File: src/rtl/coh_req_pkg.sv
package coh_req_pkg;

  typedef enum logic [2:0] {
    CMD_NONE         = 3'd0,
    CMD_READ_SHARED  = 3'd1,
    CMD_READ_UNIQUE  = 3'd2,
    CMD_WRITE        = 3'd3,
    CMD_CLEAN_UNIQUE = 3'd4
  } cache_cmd_e;

  typedef enum logic [2:0] {
    OP_IDLE         = 3'd0,
    OP_RD_SHARED    = 3'd1,
    OP_RD_UNIQUE    = 3'd2,
    OP_CLEAN_UNIQUE = 3'd3,
    OP_EVICT        = 3'd4,
    OP_WB_FULL      = 3'd5
  } coh_op_e;

  typedef enum logic [1:0] {
    ST_IDLE     = 2'd0,
    ST_SEND_REQ = 2'd1,
    ST_WAIT_RSP = 2'd2,
    ST_DONE     = 2'd3
  } txn_state_e;

  typedef struct packed {
    logic    issue;
    logic    illegal;
    coh_op_e op;
    logic    carries_data;
    logic    fill_shared;
    logic    fill_dirty;
  } cmd_decode_t;

endpackage

File: src/rtl/coh_cmd_decode.sv
module coh_cmd_decode
  import coh_req_pkg::*;
(
  input  logic [2:0]  code_i,
  input  logic        dirty_i,
  output cmd_decode_t dec_o
);

  always_comb begin
    dec_o = '0;
    case (code_i)
      CMD_NONE: begin
        dec_o.issue = 1'b0;
      end
      CMD_READ_SHARED: begin
        dec_o.issue       = 1'b1;
        dec_o.op          = OP_RD_SHARED;
        dec_o.fill_shared = 1'b1;
      end
      CMD_READ_UNIQUE: begin
        dec_o.issue      = 1'b1;
        dec_o.op         = OP_RD_UNIQUE;
        dec_o.fill_dirty = 1'b1;
      end
      CMD_WRITE: begin
        dec_o.issue        = 1'b1;
        dec_o.op           = dirty_i ? OP_WB_FULL : OP_EVICT;
        dec_o.carries_data = dirty_i;
      end
      CMD_CLEAN_UNIQUE: begin
        dec_o.issue      = 1'b1;
        dec_o.op         = OP_CLEAN_UNIQUE;
        dec_o.fill_dirty = 1'b1;
      end
      default: begin
        dec_o.illegal = 1'b1;
      end
    endcase
  end

endmodule

File: src/rtl/coh_txn_fsm.sv
module coh_txn_fsm
  import coh_req_pkg::*;
(
  input  logic       clk,
  input  logic       rst,
  input  logic       cmd_valid_i,
  input  logic       issue_i,
  input  logic       req_ready_i,
  input  logic       rsp_valid_i,
  output logic       accept_o,
  output logic       req_valid_o,
  output logic       rsp_ready_o,
  output logic       rsp_fire_o,
  output logic       done_o
);

  txn_state_e state_q, state_d;

  always_ff @(posedge clk) begin
    if (rst) state_q <= ST_IDLE;
    else     state_q <= state_d;
  end

  always_comb begin
    state_d = state_q;
    case (state_q)
      ST_IDLE:     if (cmd_valid_i) state_d = issue_i ? ST_SEND_REQ : ST_DONE;
      ST_SEND_REQ: if (req_ready_i) state_d = ST_WAIT_RSP;
      ST_WAIT_RSP: if (rsp_valid_i) state_d = ST_DONE;
      default:     state_d = ST_IDLE;
    endcase
  end

  assign accept_o    = (state_q == ST_IDLE) && cmd_valid_i;
  assign req_valid_o = (state_q == ST_SEND_REQ);
  assign rsp_ready_o = (state_q == ST_WAIT_RSP);
  assign rsp_fire_o  = rsp_ready_o && rsp_valid_i;
  assign done_o      = (state_q == ST_DONE);

endmodule

File: src/rtl/coh_txn_regs.sv
module coh_txn_regs
  import coh_req_pkg::*;
#(
  parameter int ADDR_W = 32,
  parameter int LINE_W = 128,
  parameter int OFF_W  = 4
) (
  input  logic              clk,
  input  logic              rst,
  input  logic              accept_i,
  input  logic              rsp_fire_i,
  input  cmd_decode_t       dec_i,
  input  logic [ADDR_W-1:0] addr_i,
  input  logic [LINE_W-1:0] wdata_i,
  input  logic [LINE_W-1:0] rsp_data_i,
  output coh_op_e           op_o,
  output logic [ADDR_W-1:0] addr_o,
  output logic [LINE_W-1:0] data_o,
  output logic              has_data_o,
  output logic              fill_shared_o,
  output logic              fill_dirty_o,
  output logic [LINE_W-1:0] fill_o,
  output logic              err_o
);

  logic [ADDR_W-1:0] aligned;
  assign aligned = {addr_i[ADDR_W-1:OFF_W], {OFF_W{1'b0}}};

  always_ff @(posedge clk) begin
    if (rst) begin
      op_o          <= OP_IDLE;
      addr_o        <= '0;
      data_o        <= '0;
      has_data_o    <= 1'b0;
      fill_shared_o <= 1'b0;
      fill_dirty_o  <= 1'b0;
      fill_o        <= '0;
      err_o         <= 1'b0;
    end else if (accept_i) begin
      op_o          <= dec_i.op;
      addr_o        <= dec_i.issue ? aligned : '0;
      data_o        <= dec_i.carries_data ? wdata_i : '0;
      has_data_o    <= dec_i.carries_data;
      fill_shared_o <= dec_i.fill_shared;
      fill_dirty_o  <= dec_i.fill_dirty;
      fill_o        <= '0;
      if (dec_i.illegal) err_o <= 1'b1;
    end else if (rsp_fire_i) begin
      fill_o <= rsp_data_i;
    end
  end

endmodule

File: src/rtl/coh_req_adapter.sv
module coh_req_adapter
  import coh_req_pkg::*;
#(
  parameter int ADDR_W     = 32,
  parameter int LINE_BYTES = 16,
  localparam int LINE_W    = LINE_BYTES * 8,
  localparam int OFF_W     = $clog2(LINE_BYTES)
) (
  input  logic              clk,
  input  logic              rst,
  input  logic              cmd_valid_i,
  input  logic [2:0]        cmd_code_i,
  input  logic              cmd_dirty_i,
  input  logic [ADDR_W-1:0] cmd_addr_i,
  input  logic [LINE_W-1:0] cmd_wdata_i,
  output logic              cmd_rdy_o,
  output logic [LINE_W-1:0] fill_data_o,
  output logic              fill_shared_o,
  output logic              fill_dirty_o,
  output logic              req_valid_o,
  input  logic              req_ready_i,
  output logic [2:0]        req_op_o,
  output logic [ADDR_W-1:0] req_addr_o,
  output logic              req_has_data_o,
  output logic [LINE_W-1:0] req_data_o,
  input  logic              rsp_valid_i,
  output logic              rsp_ready_o,
  input  logic [LINE_W-1:0] rsp_data_i,
  output logic              err_o
);

  cmd_decode_t       dec;
  logic              accept, rsp_fire, done, req_vld;
  coh_op_e           op_q;
  logic [ADDR_W-1:0] addr_q;
  logic [LINE_W-1:0] data_q, fill_q;
  logic              has_data_q, shared_q, dirty_q;

  coh_cmd_decode u_dec (
    .code_i  (cmd_code_i),
    .dirty_i (cmd_dirty_i),
    .dec_o   (dec)
  );

  coh_txn_fsm u_fsm (
    .clk         (clk),
    .rst         (rst),
    .cmd_valid_i (cmd_valid_i),
    .issue_i     (dec.issue),
    .req_ready_i (req_ready_i),
    .rsp_valid_i (rsp_valid_i),
    .accept_o    (accept),
    .req_valid_o (req_vld),
    .rsp_ready_o (rsp_ready_o),
    .rsp_fire_o  (rsp_fire),
    .done_o      (done)
  );

  coh_txn_regs #(
    .ADDR_W (ADDR_W),
    .LINE_W (LINE_W),
    .OFF_W  (OFF_W)
  ) u_regs (
    .clk           (clk),
    .rst           (rst),
    .accept_i      (accept),
    .rsp_fire_i    (rsp_fire),
    .dec_i         (dec),
    .addr_i        (cmd_addr_i),
    .wdata_i       (cmd_wdata_i),
    .rsp_data_i    (rsp_data_i),
    .op_o          (op_q),
    .addr_o        (addr_q),
    .data_o        (data_q),
    .has_data_o    (has_data_q),
    .fill_shared_o (shared_q),
    .fill_dirty_o  (dirty_q),
    .fill_o        (fill_q),
    .err_o         (err_o)
  );

  assign req_valid_o    = req_vld;
  assign req_op_o       = req_vld ? op_q   : OP_IDLE;
  assign req_addr_o     = req_vld ? addr_q : '0;
  assign req_data_o     = req_vld ? data_q : '0;
  assign req_has_data_o = req_vld & has_data_q;

  assign cmd_rdy_o      = done;
  assign fill_data_o    = done ? fill_q : '0;
  assign fill_shared_o  = done & shared_q;
  assign fill_dirty_o   = done & dirty_q;

endmodule

File: config.mk
export PLATFORM = sky130hd
export DESIGN_NAME = coh_req_adapter
export DESIGN_NICKNAME = d
export VERILOG_FILES = /design/src/rtl/coh_req_pkg.sv /design/src/rtl/coh_cmd_decode.sv /design/src/rtl/coh_txn_fsm.sv /design/src/rtl/coh_txn_regs.sv /design/src/rtl/coh_req_adapter.sv
export SDC_FILE = /design/constraint.sdc
export NUM_CORES = 1
export LEC_CHECK = 0
export ABC_CLOCK_PERIOD_IN_PS = 2000
export BUFFER_PORTS_ARGS = -buffer_cell sky130_fd_sc_hd__buf_2
export CORE_AREA = 3 3 231 233
export DETAILED_ROUTE_END_ITERATION = 16
export DIE_AREA = 0 0 234 236
export PLACE_DENSITY = 0.47
export SKIP_CTS_REPAIR_TIMING = 1
export SLEW_MARGIN = 20
export SYNTH_ARGS = -nofsm -noshare
export SYNTH_HDL_FRONTEND = slang
export SYNTH_SLANG_ARGS = --single-unit
File: constraint.sdc
create_clock -name clk -period 2 [get_ports clk]
set_input_delay 0.1 -clock clk [delete_from_list [all_inputs] [get_ports clk]]
set_output_delay 0.1 -clock clk [all_outputs]
set_load 0.005 [all_outputs]
# --- Yosys cells after proc, flatten, opt, wreduce, memory -nomap -nowiden ---
# Cells that the tools add are included.
classes:
  order_cmp: 0
  reduce_logical: 10
  n_mux: 17
  shift: 0
  mul: 0
  div_mod_pow: 0
  bitwise: 4
  add_sub_neg: 0
  eq_ne: 10
ops:
  columns: ["operator", "count"]
  rows:
  - ["128-bit two-way mux", 3]
  - ["32-bit two-way mux", 2]
  - ["3-bit one-hot mux with 4 select lines", 1]
  - ["2-bit two-way mux", 4]
  - ["3-bit by 2-bit == test with 1-bit output (second input constant)", 2]
  - ["2-bit inequality test (second input constant)", 3]
  - ["2-bit one-hot mux with 3 select lines", 1]
  - ["1-bit two-way mux", 5]
  - ["5-bit OR reduction", 1]
  - ["2-bit == test (second input constant)", 2]
  - ["2-bit OR reduction", 2]
  - ["4-bit OR reduction", 1]
  - ["1-bit AND", 3]
  - ["3-bit by 1-bit == test with 1-bit output (second input constant)", 1]
  - ["3-bit == test (second input constant)", 1]
  - ["3-bit logical NOT", 1]
  - ["3-bit two-way mux", 1]
  - ["3-bit AND reduction", 1]
  - ["2-bit by 1-bit == test with 1-bit output (second input constant)", 1]
  - ["1-bit logical AND", 2]
  - ["2-bit logical NOT", 1]
  - ["2-bit AND reduction", 1]
  - ["1-bit inverter", 1]
totals:
  mem_count: 0
  latchBits: 0
  out_inout_bits: 298
  ram_bits: 0
  reg_bits: 297
  rom_bits: 0

# --- Logic depth before layout (Yosys ltp) ---
# Gate-level depths: netlist (run 1).
logic_depth:
  ltp_word: 6
  depth_mapped: 9
  mapped_depth_nobuf: 5

# --- By module ---
# Synthesis (run 1) repeated with hierarchy kept, for this count alone.
unflattened:
  cells_unflattened: 1494
  hier_area_um2: 13148.9
by_module_without_submodules:
  columns: ["mod", "area_per_inst_um2", "seq_area_each_um2", "instances", "cells_per_inst"]
  rows:
  - ["coh_txn_regs", 10779.1, 5825.6, 1, 1133]
  - ["coh_req_adapter", 2070.7, 0.0, 1, 326]
  - ["coh_txn_fsm", 220.2, 40.0, 1, 23]
  - ["coh_cmd_decode", 78.8, 0.0, 1, 12]

# --- Least setup slack after synthesis (run 1) ---
# OpenSTA, ideal clock, no wires.
synth_path:
  kind: "flip-flop to flip-flop"
  start: "reg u_fsm.state_q[0]"
  end: "reg u_regs.data_o[100]"
  path_stages_with_launch: 10
  period_less_slack_ns: 1.770
  t_required_ns: 1.883
  n_path_buf: 4
  path_slack_ns: 0.230
  arrival_ns: 1.653
  path_cell_list: "dfxtp_1 > inv_1 > ha_1 > buf_2 > and3b_1 > and4_1 > buf_2 > buf_6 > buf_6 > a22o_1"
synth_between:
  elab_chain_cells: 2
synth_rtl:
  columns: ["item", "line_no", "text"]
  rows:
  - ["from (decl)", "coh_txn_fsm.sv:17", "txn_state_e state_q, state_d;"]
  - ["from (signal assigned)", "coh_txn_fsm.sv:21", "else state_q <= state_d;"]
  - ["2-bit logical NOT", "coh_txn_fsm.sv:34", "assign accept_o = (state_q == ST_IDLE) && cmd_valid_i;"]
  - ["1-bit logical AND", "coh_txn_fsm.sv:34", null]
  - ["to (signal assigned)", "coh_txn_regs.sv:42", "data_o <= dec_i.carries_data ? wdata_i : '0;"]
  - ["to (decl)", "coh_txn_regs.sv:18", "output logic [LINE_W-1:0] data_o,"]
# No other way between the ends.
# A chain may end at the register's enable or synchronous reset.

# --- Worst setup path after layout (run 1) ---
layout_path:
  start: "reg u_fsm.state_q[1]"
  end: "out req_data_o[33]"
layout_between:
  elab_chain_cells: 2
layout_rtl:
  columns: ["item", "line_no", "text"]
  rows:
  - ["2-bit by 1-bit == test with 1-bit output", "coh_txn_fsm.sv:35", "assign req_valid_o = (state_q == ST_SEND_REQ);"]
  - ["128-bit two-way mux", "coh_req_adapter.sv:85", "assign req_data_o = req_vld ? data_q : '0;"]
  - ["to (decl)", "coh_req_adapter.sv:25", "output logic [LINE_W-1:0] req_data_o,"]
# No other way between the ends.

==> results of run 1 <==
stage by stage:
step | TNS (ps) | area (um2)
floorplan | 0 | 11610
global placement | 0 | 15430
detailed placement | 0 | 15430
CTS | -15890 | 16550
global route | -16.75 | 19630
finish | 0 | 19640
layout make-up:
cell class / instances / area [um2] / share of cell area (%)
well taps: 680 / 850.8 / 4.333
clock inverters: 7 / 63.81 / 0.3250
repair buffers: 926 / 6586 / 33.54
diodes: 3 / 7.507 / 0.03823
clock buffers: 54 / 1050 / 5.346
multi-input cells: 880 / 5201 / 26.49
inverters: 2 / 7.507 / 0.03823
flip-flops and latches: 293 / 5869 / 29.89
layout by cell type (no fill, tap or decap), types with 3 or more instances in the layout:
master / count
dfxtp_1: 292
clkbuf_16: 41
buf_12: 20
a21oi_1: 132
buf_6: 4
dlygate4sd3_1: 288
diode_2: 3
clkbuf_1: 11
nor2b_1: 4
buf_4: 20
and2_1: 290
nand2_1: 259
a22o_1: 156
conb_1: 4
clkinv_2: 5
buf_2: 587
clkbuf_8: 6
report_power, final:
group | internal, mW | switching, mW
Sequential | 6.17 | 0.155
Combinational | 1.93 | 2.50
Clock | 3.74 | 2.46
Total | 11.8 | 5.11
worst max-delay path by stage:
stage / from / to / slack (ps) / cells after the start
floorplan: u_fsm.state_q[0] / u_regs.data_o[100] / 230 / 9
global placement: u_fsm.state_q[1] / u_regs.data_o[1] / 200 / 6
detailed placement: u_fsm.state_q[1] / u_regs.data_o[23] / 170 / 6
CTS: u_fsm.state_q[1] / req_data_o[33] / -190 / 5
global route: u_fsm.state_q[1] / req_data_o[27] / -10 / 6
finish: u_fsm.state_q[1] / req_data_o[33] / 70 / 6
logic make-up after synthesis:
group | synth area share, %
and+or+nand+nor | 25.43
AOI/OAI and AO/OA | 18.26
DFF | 50.59
buffers and inverters | 5.104
adders and majority gates | 0.4317
xor gates and xnor gates | 0.1511
other | 0.03234
flip-flops by register name, summed over array words and instances, names as in the netlist:
signal                count
u_fsm.state_q             2
u_regs.addr_o            28
u_regs.data_o           128
u_regs.err_o              1
u_regs.fill_dirty_o       1
u_regs.fill_o           128
u_regs.fill_shared_o      1
u_regs.has_data_o         1
u_regs.op_o               3
layer usage:
layer,vias up,wire length (um)
met3,74,2526
met1,5743,18910
li1,5983,-
met4,0,1232
met5,-,0
met2,394,22900
worst max-delay path, delay by kind of cell (launching register included):
family	cells	cell delay [ps]
flip-flops	1	360
buffers and inverters	4	550
AND/OR/NAND/NOR	1	210
adder cells (fa/ha/maj)	1	170
==> metrics.txt, run 1 <==
status finished, final reports clean; I/O Buffers 586; Crit Reg-Reg Endpoint u_regs.data_o[92]; Main synth FF type dfxtp_1; Area Overhead vs Synth 69.35%; DRC viols 0; layout cell share with drive strength beyond 1 32.38%; maximum vdd drop 0.4412 mV; via/cell ratio 4.286; Final Max Slew Viols 0; setup slack after layout 68.02 ps; Die Area 0.05522 mm2; H-tree Lvls 2; Hold Path Sink u_fsm.state_q[1]; minimum clock period 1932 ps; #FFs+latches synth 293; Yosys warnings 0; CP peak stage delay 360 ps; routing usage on met2 24.24%; filler-free cell count of the finished design 2845; initial antenna violation count 2; top post-synthesis cells by count dfxtp_1 (293), and2_1 (291), nand2_1 (260), a22o_1 (156), a21oi_1 (132); Min-Delay Startpoint req_ready_i; crit end category output pin; total routing usage reported by global routing 13.95%; MaxCap Viol Count 0; first-pass GRT wire length 61370 um; syn_area_per_cell 9.002 um2; Worst Path Required 1900 ps; critical path launch point type register; CTS tree yes; Bufs on Longest Clock Path 3; pre-CTS setup slack 174.0 ps; Syn Inst Count 1288; Reg-to-Reg Start u_fsm.state_q[1]; drt total wl 45570 um; largest net degree at the start of global routing 102; count leader, synth dfxtp_1; IO Count 595; Core Area 0.05141 mm2; # rows 83; crit path kind register to output pin; worst-path cell chain inv_1, ha_4, buf_12, buf_16, and2_1, buf_2; final number of setup-violating endpoints 0; share of the synthesized area in the top cell type 50.59%; Final ANT Viol Nets 0; arrival time worst endpoint 1830 ps; Initial Utilization 22.56%; die width 234 um; Post-Syn Area 0.01159 mm2; CP max stage cell dfxtp_4; Pwr Total 16.94 mW; Core Util, Final 38.20%; sequential area share after synthesis 50.59%; detailed placement HPWL 30760 um; die span in y 236 um; dpl cells 2484; R2R cell count 6; fmax 517.6 MHz; DR vias 12194; ys async rst share 0%; Area contributors post-synth dfxtp_1 (51%), and2_1 (16%), a22o_1 (12%); Power per Cell Area 862.9 mW/mm2; hold depth 4; period utilisation layout 96.60%; clk_skew 12.67 ps; Pre-Repair DR Iteration Count 5; unrepaired setup endpoints after global routing true; drt initial violations 526; Final GP Congestion 0.8141; wire length per cell 16.02 um; clock sinks 293; number of flops mapped to enable cells by yosys 0; clock transition at the registers of the reported paths 50 ps; met3 usage 3.961%; unique cell type count in the Yosys netlist 37; Final Hold Fails 0; CTS buffer count 36; flop2flop setup slack 120 ps; top cell type by total area after synthesis dfxtp_1; CTS root buf clkbuf_16; Fin Hold WS 53.16 ps; NumNets Final 2440; filler instances 5249; most used routing layer in global routing met2; P_leak 9.065 nW; CP Max Fanout 13; hold crit path type input pin to register; met1 usage 16.38%; clk_lat worst skew 520 ps; vias in the first global route 10506; GRT Residual Overflow 0
No activity file was read; power rests on OpenSTA's default activity.
==> run 2, diff against run 1 <==
CORE_AREA = 3 3 233 235   (was 3 3 231 233)
DIE_AREA = 0 0 236 238   (was 0 0 234 236)
==> metrics.txt, run 2 (synthesized netlist as in run 1, its figures left out) <==
flop2flop setup slack 160 ps (was 120 ps); CTS buffer count 36 (unchanged); Final GP Congestion 0.8117 (was 0.8141); Final Hold Fails 0 (unchanged); CTS root buf clkbuf_16 (unchanged); wire length per cell 16.85 um (was 16.02 um); Worst Path Required 1900 ps (about the same); H-tree Lvls 2 (unchanged); CTS tree yes (unchanged); Multi-input gate area 0.005226 mm2 (was 0.005201 mm2); filler instances 5332 (was 5249); drt total wl 48270 um (was 45570 um); DR vias 12244 (was 12194); die span in y 238 um (was 236 um); Pre-Repair DR Iteration Count 5 (unchanged); setup TNS 0 ps (unchanged); Core Area 0.05245 mm2 (was 0.05141 mm2); arrival time worst endpoint 1830 ps (about the same); crit path kind register to output pin (unchanged); final number of setup-violating endpoints 0 (unchanged); Die Area 0.05617 mm2 (was 0.05522 mm2); Area Overhead vs Synth 71.37% (was 69.35%); Initial Utilization 22.11% (was 22.56%); clock sinks 293 (unchanged); most common cell after layout, fill and taps aside buf_2 (unchanged); clk_skew 21.56 ps (was 12.67 ps); die width 236 um (was 234 um); DRC viols 0 (unchanged); minimum clock period 1933 ps (was 1932 ps); Final Max Slew Viols 0 (unchanged); # rows 84 (was 83); NumNets Final 2447 (was 2440); clock transition at the registers of the reported paths 60 ps (was 50 ps); drt initial violations 536 (was 526); Pwr Total 17.69 mW (was 16.94 mW); Top Registers u_regs.data_o (128), u_regs.fill_o (128), u_regs.addr_o (28) (unchanged); status finished, final reports clean (unchanged); critical path launch point type register (unchanged); pre-CTS setup slack 184.4 ps (was 174.0 ps); MaxCap Viol Count 0 (unchanged); setup slack after layout 66.92 ps (was 68.02 ps); Core Util, Final 37.89% (was 38.20%); Bufs on Longest Clock Path 3 (unchanged); CP Max Fanout 36 (was 13); maximum vdd drop 0.6015 mV (was 0.4412 mV); period utilisation layout 96.65% (was 96.60%); fmax 517.3 MHz (was 517.6 MHz); I/O Buffers 586 (unchanged); initial antenna violation count 3 (was 2); detailed placement HPWL 31920 um (was 30760 um); crit end category output pin (unchanged); largest net degree at the start of global routing 84 (was 102); unrepaired setup endpoints after global routing true (unchanged); hold crit path type input pin to register (unchanged); P_leak 9.179 nW (was 9.065 nW); IO Count 595 (unchanged); total routing usage reported by global routing 14.37% (was 13.95%); Power per Cell Area 890.2 mW/mm2 (was 862.9 mW/mm2); vias in the first global route 10648 (was 10506); most frequent cells in the layout buf_2 (584), dfxtp_1 (292), dlygate4sd3_1 (288) (was buf_2 (587), dfxtp_1 (292), and2_1 (290)); first-pass GRT wire length 64140 um (was 61370 um); Final ANT Viol Nets 0 (unchanged); Reg area 0.005867 mm2 (was 0.005869 mm2); GRT Residual Overflow 0 (unchanged); via/cell ratio 4.275 (was 4.286); layout cell share with drive strength beyond 1 33.46% (was 32.38%); clk_lat worst skew 540 ps (was 520 ps)
-- run 2: cell count changes in the layout (fill, tap and decap cells not counted), moves of 5 or more --
cell,before,now
buf_12,20,15
clkbuf_1,11,5
clkbuf_8,6,12
and2_4,1,11
and2_1,290,280
buf_4,20,31
-- run 2: critical path, cell delays in order (launching register included) --
cell and delay (ps):
dfxtp_2 320, buf_6 120, ha_4 180, buf_12 140
clkbuf_16 200, and2_1 190, buf_2 120
-- run 2: final timing paths --
check,start,to,depth (start not counted)
max,u_fsm.state_q[0],req_data_o[7],6
min,req_ready_i,u_fsm.state_q[1],4
max reg2reg,u_fsm.state_q[1],u_regs.data_o[46],6
min reg2reg,u_regs.fill_o[90],u_regs.fill_o[90],2
-- run 2: layout make-up --
type                    count  area share, %
well taps                 688          4.332
clock inverters            10         0.6045
inverters                   2        0.03778
clock buffers              55          5.711
multi-input cells         880          26.30
diodes                      3        0.03778
flip-flops and latches    293          29.53
repair buffers            933          33.45
-- run 2: per-stage QoR --
stage | instance area, um2 | hold slack (ps) | std cells
floorplan | 11610 | 225.5 | 1291
CTS | 16590 | -271.7 | 2555
finish | 19870 | 34.30 | 2864
global placement | 15340 | 309.6 | 2490
detailed placement | 15340 | 313.0 | 2490
global route | 19870 | 55.43 | 2864
-- run 2: per-layer routing --
metal / track usage [%] / up-vias / routed length, um
met5: 0 / - / 0
met4: 4.757 / 0 / 1071
met3: 4.854 / 69 / 3107
met2: 24.09 / 428 / 24370
met1: 17.33 / 5744 / 19720
li1: - / 6003 / -
-- run 2: where the power goes --
part / leakage [nW] / internal [mW] / switching [mW] / total (mW)
logic: 6.20 / 2.01 / 2.57 / 4.58
registers: 2.37 / 6.17 / 0.146 / 6.31
clock network: 0.616 / 4.18 / 2.61 / 6.79
total: 9.18 / 12.4 / 5.33 / 17.7
